## src/rtl/cpu_evt_pkg.sv

```systemverilog
package cpu_evt_pkg;
  localparam int DATA_W    = 64;
  localparam int SEL_W     = 3;
  localparam int MAX_CPU   = 4;
  // control word field positions (decoded by the interrupt lines)
  localparam int TMR_LSB   = 4;
  localparam int IPI_LSB   = 8;
  localparam int REQ_LSB   = 12;
  localparam int ONCE_LSB  = 16;
  localparam int ONCE_W    = 4;
  localparam int ACC_LSB   = 20;
  localparam int ACC_W     = 4;
  localparam int WIPE_BIT  = 20;
  localparam int CLR28_BIT = 28;
  localparam int RW_LSB    = 40;
  localparam int RW_W      = 4;
  localparam logic [DATA_W-1:0] W1C_MASK = 64'h0000_0000_1000_0FF0;
  localparam logic [DATA_W-1:0] KEEP_MASK = 64'h0000_0F00_00FF_0FF0;
  localparam logic [SEL_W-1:0] SEL_CTRL = 3'd0;
endpackage

```

## src/rtl/tick_edge.sv

```systemverilog
module tick_edge (
  input  logic clk,
  input  logic rst_n,
  input  logic tick_in,
  output logic tick_rise
);
  logic tick_q;

  always_ff @(posedge clk or negedge rst_n) begin
    if (!rst_n) tick_q <= 1'b0;
    else        tick_q <= tick_in;
  end

  assign tick_rise = tick_in & ~tick_q;

  // a held level never yields two decrements in a row
  assert_one_step_R9: assert property (@(posedge clk) disable iff (!rst_n)
    tick_rise |=> !tick_rise);
endmodule

```

## src/rtl/ignore_counter.sv

```systemverilog
module ignore_counter #(
  parameter int CNT_W = 24
) (
  input  logic             clk,
  input  logic             rst_n,
  input  logic             wr,
  input  logic [CNT_W-1:0] wdata,
  input  logic             tick,
  output logic [CNT_W:0]   cnt_q,
  output logic             set_tmr
);
  localparam int FULL_W = CNT_W + 1;
  logic [CNT_W:0] dec;

  always_comb begin
    dec = cnt_q - {{CNT_W{1'b0}}, 1'b1};
    dec[CNT_W] = dec[CNT_W] | cnt_q[CNT_W];
  end

  always_ff @(posedge clk or negedge rst_n) begin
    if (!rst_n)     cnt_q <= '0;
    else if (wr)    cnt_q <= {1'b0, wdata};
    else if (tick)  cnt_q <= dec;
  end

  assign set_tmr = tick & ~wr & dec[CNT_W];

  // a write loads the low field and drops the overflow flag
  assert_load_clears_R8: assert property (@(posedge clk) disable iff (!rst_n)
    wr |=> (cnt_q == {1'b0, $past(wdata)}));
  // overflow is sticky across ticks
  assert_sticky_flag_R9: assert property (@(posedge clk) disable iff (!rst_n)
    (tick && !wr && cnt_q[CNT_W]) |=> cnt_q[CNT_W]);
  // without tick or write the counter holds
  assert_hold_R9: assert property (@(posedge clk) disable iff (!rst_n)
    (!tick && !wr) |=> $stable(cnt_q));

  initial begin
    assert_width_ok: assert (FULL_W > 1);
  end
endmodule

```

## src/rtl/ctrl_word.sv

```systemverilog
module ctrl_word
  import cpu_evt_pkg::*;
#(
  parameter int NCPU = 4
) (
  input  logic              clk,
  input  logic              rst_n,
  input  logic              wr,
  input  logic [DATA_W-1:0] wdata,
  input  logic [NCPU-1:0]   set_tmr,
  output logic [DATA_W-1:0] word_q
);
  logic [DATA_W-1:0] nxt;

  always_comb begin
    nxt = word_q;
    if (wr) begin
      nxt = nxt & ~(wdata & W1C_MASK);
      if (wdata[WIPE_BIT]) begin
        nxt[ONCE_LSB +: ONCE_W + ACC_W] = '0;
      end else begin
        nxt[ACC_LSB +: ACC_W] = nxt[ACC_LSB +: ACC_W] | wdata[ACC_LSB +: ACC_W];
        if (nxt[ONCE_LSB +: ONCE_W] == '0)
          nxt[ONCE_LSB +: ONCE_W] = wdata[ONCE_LSB +: ONCE_W];
      end
      nxt[IPI_LSB +: NCPU] = nxt[IPI_LSB +: NCPU] | wdata[REQ_LSB +: NCPU];
      nxt[RW_LSB +: RW_W] = wdata[RW_LSB +: RW_W];
    end
    nxt[TMR_LSB +: NCPU] = nxt[TMR_LSB +: NCPU] | set_tmr;
    nxt = nxt & KEEP_MASK;
  end

  always_ff @(posedge clk or negedge rst_n) begin
    if (!rst_n) word_q <= '0;
    else        word_q <= nxt;
  end

  // the wipe bit empties both arbitration fields
  assert_wipe_R4: assert property (@(posedge clk) disable iff (!rst_n)
    (wr && wdata[WIPE_BIT]) |=> (word_q[ONCE_LSB +: ONCE_W + ACC_W] == '0));
  // request bits always land in the interprocessor field
  assert_req_sets_R5: assert property (@(posedge clk) disable iff (!rst_n)
    wr |=> ((word_q[IPI_LSB +: NCPU] & $past(wdata[REQ_LSB +: NCPU]))
            == $past(wdata[REQ_LSB +: NCPU])));
  // plain field follows the written value
  assert_plain_field_R6: assert property (@(posedge clk) disable iff (!rst_n)
    wr |=> (word_q[RW_LSB +: RW_W] == $past(wdata[RW_LSB +: RW_W])));
  // a tick with overflow raises the timer flag
  assert_tmr_set_R10: assert property (@(posedge clk) disable iff (!rst_n)
    (set_tmr != '0) |=> ((word_q[TMR_LSB +: NCPU] & $past(set_tmr)) == $past(set_tmr)));
  // bit 28 never reads back as set
  assert_bit28_zero_R3: assert property (@(posedge clk) disable iff (!rst_n)
    !word_q[CLR28_BIT]);
endmodule

```

## src/rtl/cpu_event_irq_unit.sv

```systemverilog
module cpu_event_irq_unit
  import cpu_evt_pkg::*;
#(
  parameter int NCPU  = 4,
  parameter int CNT_W = 24
) (
  input  logic              clk,
  input  logic              rst_n,
  input  logic              tick_in,
  input  logic              reg_wr,
  input  logic              reg_rd,
  input  logic [SEL_W-1:0]  reg_sel,
  input  logic [1:0]        reg_cpu,
  input  logic [DATA_W-1:0] reg_wdata,
  output logic              rd_valid,
  output logic [DATA_W-1:0] rd_data,
  output logic [NCPU-1:0]   ipi_irq,
  output logic [NCPU-1:0]   tmr_irq
);
  localparam int PAD_W = DATA_W - CNT_W - 1;

  logic              tick_rise;
  logic              wr_ctrl;
  logic [NCPU-1:0]   wr_cnt;
  logic [NCPU-1:0]   set_tmr;
  logic [CNT_W:0]    cnt [NCPU];
  logic [DATA_W-1:0] word_q;
  logic [DATA_W-1:0] rd_mux;

  tick_edge u_edge (
    .clk(clk), .rst_n(rst_n), .tick_in(tick_in), .tick_rise(tick_rise)
  );

  assign wr_ctrl = reg_wr && (reg_sel == SEL_CTRL);

  for (genvar i = 0; i < NCPU; i++) begin : g_cnt
    assign wr_cnt[i] = reg_wr && reg_sel[SEL_W-1] && (reg_sel[SEL_W-2:0] == i[SEL_W-2:0]);
    ignore_counter #(.CNT_W(CNT_W)) u_cnt (
      .clk(clk), .rst_n(rst_n), .wr(wr_cnt[i]), .wdata(reg_wdata[CNT_W-1:0]),
      .tick(tick_rise), .cnt_q(cnt[i]), .set_tmr(set_tmr[i])
    );
  end

  ctrl_word #(.NCPU(NCPU)) u_word (
    .clk(clk), .rst_n(rst_n), .wr(wr_ctrl), .wdata(reg_wdata),
    .set_tmr(set_tmr), .word_q(word_q)
  );

  always_comb begin
    rd_mux = '0;
    if (reg_sel == SEL_CTRL) begin
      rd_mux = word_q;
      rd_mux[1:0] = rd_mux[1:0] | reg_cpu;
    end else begin
      for (int i = 0; i < NCPU; i++) begin
        if (reg_sel[SEL_W-1] && (reg_sel[SEL_W-2:0] == i[SEL_W-2:0]))
          rd_mux = {{PAD_W{1'b0}}, cnt[i]};
      end
    end
  end

  always_ff @(posedge clk or negedge rst_n) begin
    if (!rst_n) begin
      rd_valid <= 1'b0;
      rd_data  <= '0;
    end else begin
      rd_valid <= reg_rd;
      if (reg_rd) rd_data <= rd_mux;
    end
  end

  assign ipi_irq = word_q[IPI_LSB +: NCPU];
  assign tmr_irq = word_q[TMR_LSB +: NCPU];

  // read data follows the strobe by exactly one cycle
  assert_rd_latency_R2: assert property (@(posedge clk) disable iff (!rst_n)
    reg_rd |=> rd_valid);
  assert_rd_quiet_R2: assert property (@(posedge clk) disable iff (!rst_n)
    !reg_rd |=> !rd_valid);
  // unused selects hold all state
  assert_dead_sel_R11: assert property (@(posedge clk) disable iff (!rst_n)
    (reg_wr && !reg_sel[SEL_W-1] && reg_sel != SEL_CTRL && !tick_rise)
      |=> $stable(word_q));

  initial begin
    assert_ncpu_fits: assert (NCPU >= 1 && NCPU <= MAX_CPU);
    assert_cnt_fits: assert (CNT_W >= 2 && CNT_W <= 24);
  end
endmodule

```

## config.mk

```make
export PLATFORM = sky130hd
export DESIGN_NAME = cpu_event_irq_unit
export DESIGN_NICKNAME = d
export VERILOG_FILES = /design/src/rtl/cpu_evt_pkg.sv /design/src/rtl/tick_edge.sv /design/src/rtl/ignore_counter.sv /design/src/rtl/ctrl_word.sv /design/src/rtl/cpu_event_irq_unit.sv
export SDC_FILE = /design/constraint.sdc
export NUM_CORES = 1
export LEC_CHECK = 0
export CAP_MARGIN = 20
export CELL_PAD_IN_SITES_DETAIL_PLACEMENT = 1
export CELL_PAD_IN_SITES_GLOBAL_PLACEMENT = 1
export CORE_MARGIN = 2
export CORE_UTILIZATION = 41
export DETAILED_ROUTE_END_ITERATION = 8
export PLACE_DENSITY = 0.9
export SLEW_MARGIN = 20
export SYNTH_ARGS = -nofsm -noshare
export SYNTH_HDL_FRONTEND = slang
export SYNTH_SLANG_ARGS = --single-unit
export TNS_END_PERCENT = 100
```

## constraint.sdc

```tcl
create_clock -name clk -period 2.6 [get_ports clk]
set_clock_uncertainty 0.05 [all_clocks]
set_input_delay 0.26 -clock clk [delete_from_list [all_inputs] [get_ports clk]]
set_output_delay 0.26 -clock clk [all_outputs]
set_load 0.1 [all_outputs]
```

==> metrics.txt <==
# TYPE chip_impl_metric gauge
chip_impl_info{name="outcome",value="finished clean"} 1
chip_impl_metric{name="post_synth_instance_area",unit="mm²"} 0.00841
chip_impl_metric{name="post_synth_num_cell_types",unit=""} 54
chip_impl_metric{name="timing.final.hold_violations",unit=""} 0
chip_impl_metric{name="final_min_period_over_clock_period",unit="%"} 94.8
chip_impl_metric{name="r2r_setup_slack",unit="ps"} 130
chip_impl_metric{name="via_count",unit=""} 7428
chip_impl_metric{name="leakage",unit="nW"} 3.98
chip_impl_metric{name="worst_ep_required_time",unit="ps"} 2930
chip_impl_info{name="yosysMostFrequentCell",value="sky130_fd_sc_hd__dfrtp_1"} 1
chip_impl_metric{name="synthesized_area_per_cell",unit="µm²"} 9.43
chip_impl_metric{name="multi_input_area",unit="mm²"} 0.00417
chip_impl_metric{name="cts_max_level",unit=""} 4
chip_impl_metric{name="cellPowerDensity",unit="mW/mm²"} 979
chip_impl_metric{name="wire_length_of_the_first_global_routing_pass",unit="mm"} 46.2
chip_impl_metric{name="antenna_found_initial",unit=""} 0
chip_impl_metric{name="number_of_top_level_pins",unit=""} 147
chip_impl_metric{name="vias_in_the_first_global_route",unit=""} 7979
chip_impl_metric{name="sequential_cell_area",unit="mm²"} 0.00378
chip_impl_metric{name="fmax",unit="GHz"} 0.406
chip_impl_metric{name="die_area",unit="mm²"} 0.0217
chip_impl_metric{name="overflow",unit=""} 0
chip_impl_metric{name="timing.max_cap.violations",unit=""} 0
chip_impl_info{name="critical-path-slowest-cell",value="sky130_fd_sc_hd__nor3_1"} 1
chip_impl_metric{name="slew_headroom",unit="%"} 37.2
chip_impl_metric{name="dieWidth",unit="µm"} 147
chip_impl_metric{name="count_of_flip_flops_with_a_built_in_enable_after_synthesis",unit=""} 0
chip_impl_metric{name="routabilityCongestion",unit=""} 0.924
chip_impl_info{name="timing.critical_path.cells",value="nor3_1 > nand4_1 > nor3_1 > buf_4 > o211ai_1 > nand2_1"} 1
chip_impl_metric{name="ir_drop",unit="µV"} 440
chip_impl_metric{name="layout.nets",unit=""} 1046
chip_impl_metric{name="grt_max_degree",unit=""} 60
chip_impl_info{name="post_synth_main_area_contributors",value="sky130_fd_sc_hd__dfrtp_1, sky130_fd_sc_hd__mux4_2, sky130_fd_sc_hd__xnor2_1, sky130_fd_sc_hd__nand2_1, sky130_fd_sc_hd__a21oi_1"} 1
chip_impl_info{name="ys.flop_type",value="sky130_fd_sc_hd__dfrtp_1"} 1
chip_impl_info{name="critical-path-top-cell-by-count",value="sky130_fd_sc_hd__nor3_1"} 1
chip_impl_metric{name="yosysSeqAreaShare",unit="%"} 44.9
chip_impl_metric{name="setup_viol",unit=""} 0
chip_impl_metric{name="drc_violations_left",unit=""} 0
chip_impl_metric{name="async_flop_share",unit="%"} 100
chip_impl_metric{name="fraction_of_final_layout_cells_sized_beyond_drive_strength_1",unit="%"} 14.9
chip_impl_metric{name="hold-worst-slack",unit="ps"} 303
chip_impl_metric{name="first_pass_iteration_count_of_the_detailed_router",unit=""} 5
chip_impl_info{name="startpoint",value="g_cnt[3].u_cnt.cnt_q[9]"} 1
chip_impl_metric{name="count_of_pins_over_their_slew_limit",unit=""} 0
chip_impl_metric{name="totalWireLength",unit="mm"} 29.2
chip_impl_info{name="grt_setup_unrepaired",value="false"} 1
chip_impl_metric{name="clock_latency",unit="ps"} 450
chip_impl_info{name="cts_root_buffer",value="sky130_fd_sc_hd__clkbuf_16"} 1
chip_impl_metric{name="power",unit="mW"} 9.79
chip_impl_info{name="tritoncts",value="done"} 1
chip_impl_metric{name="io_buffer_count",unit=""} 75
chip_impl_metric{name="tightestPinTransition",unit="ps"} 943
chip_impl_info{name="rr_startpoint",value="g_cnt[3].u_cnt.cnt_q[9]"} 1
chip_impl_metric{name="grt_total_usage",unit="%"} 27.9
chip_impl_metric{name="worst-endpoint-arrival",unit="ps"} 2800
chip_impl_metric{name="antenna_left",unit=""} 0
chip_impl_metric{name="post_dp_cell_area",unit="mm²"} 0.00933
chip_impl_metric{name="synthCells",unit=""} 892
chip_impl_metric{name="cts.repair_timing.setup_buffer_count",unit=""} 0
chip_impl_metric{name="floorplan.initialDensity",unit="%"} 41.7
chip_impl_info{name="terminus_of_the_critical_flop_to_flop_path",value="u_word.word_q[7]"} 1
chip_impl_metric{name="antenna-diode-count",unit=""} 0
chip_impl_metric{name="fp.dieH",unit="µm"} 147
chip_impl_metric{name="placeableCoreArea",unit="mm²"} 0.0202
chip_impl_info{name="end_kind",value="register"} 1
chip_impl_metric{name="post-place-ws",unit="ps"} 96.8
chip_impl_metric{name="cts.clk_slew.worst_paths",unit="ps"} 60
chip_impl_info{name="yosys.area.top_type",value="sky130_fd_sc_hd__dfrtp_1"} 1
chip_impl_metric{name="num-fill-cells",unit=""} 2263
chip_impl_metric{name="cts_buffer_depth",unit=""} 2
chip_impl_metric{name="cts_inserted_buffers",unit=""} 17
chip_impl_metric{name="synth.top_cell.area_share",unit="%"} 44.9
chip_impl_metric{name="vias_per_cell",unit=""} 5.94
chip_impl_metric{name="aggregate_negative_setup_slack",unit="ps"} 0
chip_impl_metric{name="final.min_clock_period",unit="ps"} 2470
chip_impl_info{name="crit_type",value="reg2reg"} 1
chip_impl_metric{name="clock_sinks",unit=""} 151
chip_impl_metric{name="crit_path_max_incr_delay",unit="ps"} 610
chip_impl_metric{name="area_growth",unit="%"} 18.8
chip_impl_metric{name="synth_warnings",unit=""} 0
chip_impl_metric{name="place_hpwl",unit="mm"} 19.8
chip_impl_metric{name="number_of_placement_rows",unit=""} 52
chip_impl_metric{name="critical_path.max_fanout",unit=""} 7
chip_impl_info{name="timing.critical_path.from_type",value="register"} 1
chip_impl_metric{name="synth-seq-cells",unit=""} 151
chip_impl_metric{name="detail_route.iter0.violations",unit=""} 687
chip_impl_metric{name="final_cell_area",unit="mm²"} 0.00999
chip_impl_metric{name="reg2regPathDepth",unit=""} 6
chip_impl_info{name="hp-class",value="in2async"} 1
chip_impl_metric{name="final.setup.worst_slack",unit="ps"} 134
chip_impl_metric{name="routedWlPerCell",unit="µm"} 23.3
chip_impl_info{name="synth_commonest_cells",value="sky130_fd_sc_hd__dfrtp_1, sky130_fd_sc_hd__nand2_1, sky130_fd_sc_hd__nor2_1"} 1
[area by class of cell]
type                       instances  share of cell area, %
clock buffer                      21                   4.61
clock inverter                    11                   1.95
inverter                          21                  0.789
multi-input combinational        663                   41.8
sequential                       151                   37.8
tap                              270                   3.38
timing repair buffer             114                   9.68
[per-stage QoR]
step | utilization [%] | cells
2_1_floorplan | - | 926
3_3_place_gp | 46.2 | 1218
3_5_place_dp | 46.2 | 1218
4_1_cts | 49.5 | 1251
5_1_grt | 49.5 | 1251
6_report | 49.5 | 1251
[registers in the layout, summed over array words and instances, names as in the netlist]
signal / cells
g_cnt.u_cnt.cnt_q: 100
rd_data: 29
u_word.word_q: 20
rd_valid: 1
u_edge.tick_q: 1
[report_power, final]
part           internal (mW)  switching (mW)
Combinational           1.11            2.05
Clock                   1.76            1.05
Sequential              2.94           0.878
[critical path, delay by kind of cell, from the launching register on]
family	cells	cell delay (ps)
flip-flops	1	450
buffers and inverters	1	200
AND/OR/NAND/NOR	4	1550
AO/OA/AOI/OAI	1	140
[cells in the final DEF, fill, tap and decap left out, types with 3 or more instances in the layout]
| cell type | n |
|---|---|
| sky130_fd_sc_hd__clkdlybuf4s50_1 | 34 |
| sky130_fd_sc_hd__nor3b_1 | 5 |
| sky130_fd_sc_hd__nor4_4 | 3 |
| sky130_fd_sc_hd__a31oi_1 | 3 |
| sky130_fd_sc_hd__nand4_1 | 10 |
| sky130_fd_sc_hd__conb_1 | 35 |
| sky130_fd_sc_hd__a21oi_1 | 67 |
| sky130_fd_sc_hd__clkbuf_16 | 17 |
| sky130_fd_sc_hd__o21ai_1 | 26 |
| sky130_fd_sc_hd__dfrtp_1 | 151 |
| sky130_fd_sc_hd__or3_1 | 12 |
| sky130_fd_sc_hd__ha_1 | 4 |
| sky130_fd_sc_hd__clkinvlp_4 | 3 |
| sky130_fd_sc_hd__nor4_1 | 21 |
| sky130_fd_sc_hd__xor2_1 | 32 |
| sky130_fd_sc_hd__nand2_1 | 105 |
| sky130_fd_sc_hd__bufinv_16 | 5 |
| sky130_fd_sc_hd__nor2_1 | 86 |
| sky130_fd_sc_hd__nor2b_1 | 4 |
| sky130_fd_sc_hd__o21ai_0 | 48 |
| sky130_fd_sc_hd__nand3b_1 | 4 |
| sky130_fd_sc_hd__a22o_1 | 4 |
| sky130_fd_sc_hd__mux4_2 | 24 |
| sky130_fd_sc_hd__buf_4 | 74 |
| sky130_fd_sc_hd__and3_1 | 3 |
| sky130_fd_sc_hd__a22oi_1 | 18 |
| sky130_fd_sc_hd__or4_1 | 5 |
| sky130_fd_sc_hd__nand3_1 | 22 |
| sky130_fd_sc_hd__inv_1 | 20 |
| sky130_fd_sc_hd__nand4b_1 | 4 |
| sky130_fd_sc_hd__xnor2_1 | 58 |
| sky130_fd_sc_hd__nor3_1 | 31 |
[cells by family (layout without fill, tap and decap cells)]
family                   after synthesis  in the layout  synth area share, %
AND/OR/NAND/NOR                      332            332                 19.5
AO/OA/AOI/OAI                        176            176                 11.6
flip-flops                           151            151                 44.9
buffers and inverters                112            167                 7.08
XOR/XNOR                              90             90                 9.37
multiplexers                          26             26                 6.87
adder cells (fa/ha/maj)                4              4                0.595
other                                  1             35               0.0446
[layer usage]
metal  track usage (%)  up-vias  wire length [µm]
met3              6.09       91              2220
li1                  -     3198                 -
met2              45.0      392             14000
met1              35.0     3747             11500
met4              15.1        0              1450
met5                 0        -                 0
[how the worst max path moves through the flow]
stage,to,slack [ps]
after CTS,u_word.word_q[7],220
after global placement,g_cnt[0].u_cnt.cnt_q[8],230
after floorplan,g_cnt[0].u_cnt.cnt_q[11],520
after global routing,u_word.word_q[5],120
after detailed placement,g_cnt[0].u_cnt.cnt_q[8],100
final,u_word.word_q[7],130
[repair_timing]
item,CTS,global route
hold buffers,1,0
endpoints found under the hold margin,49,0
gates resized for setup,0,0
Note: power is estimated with default switching activity, not from simulation.
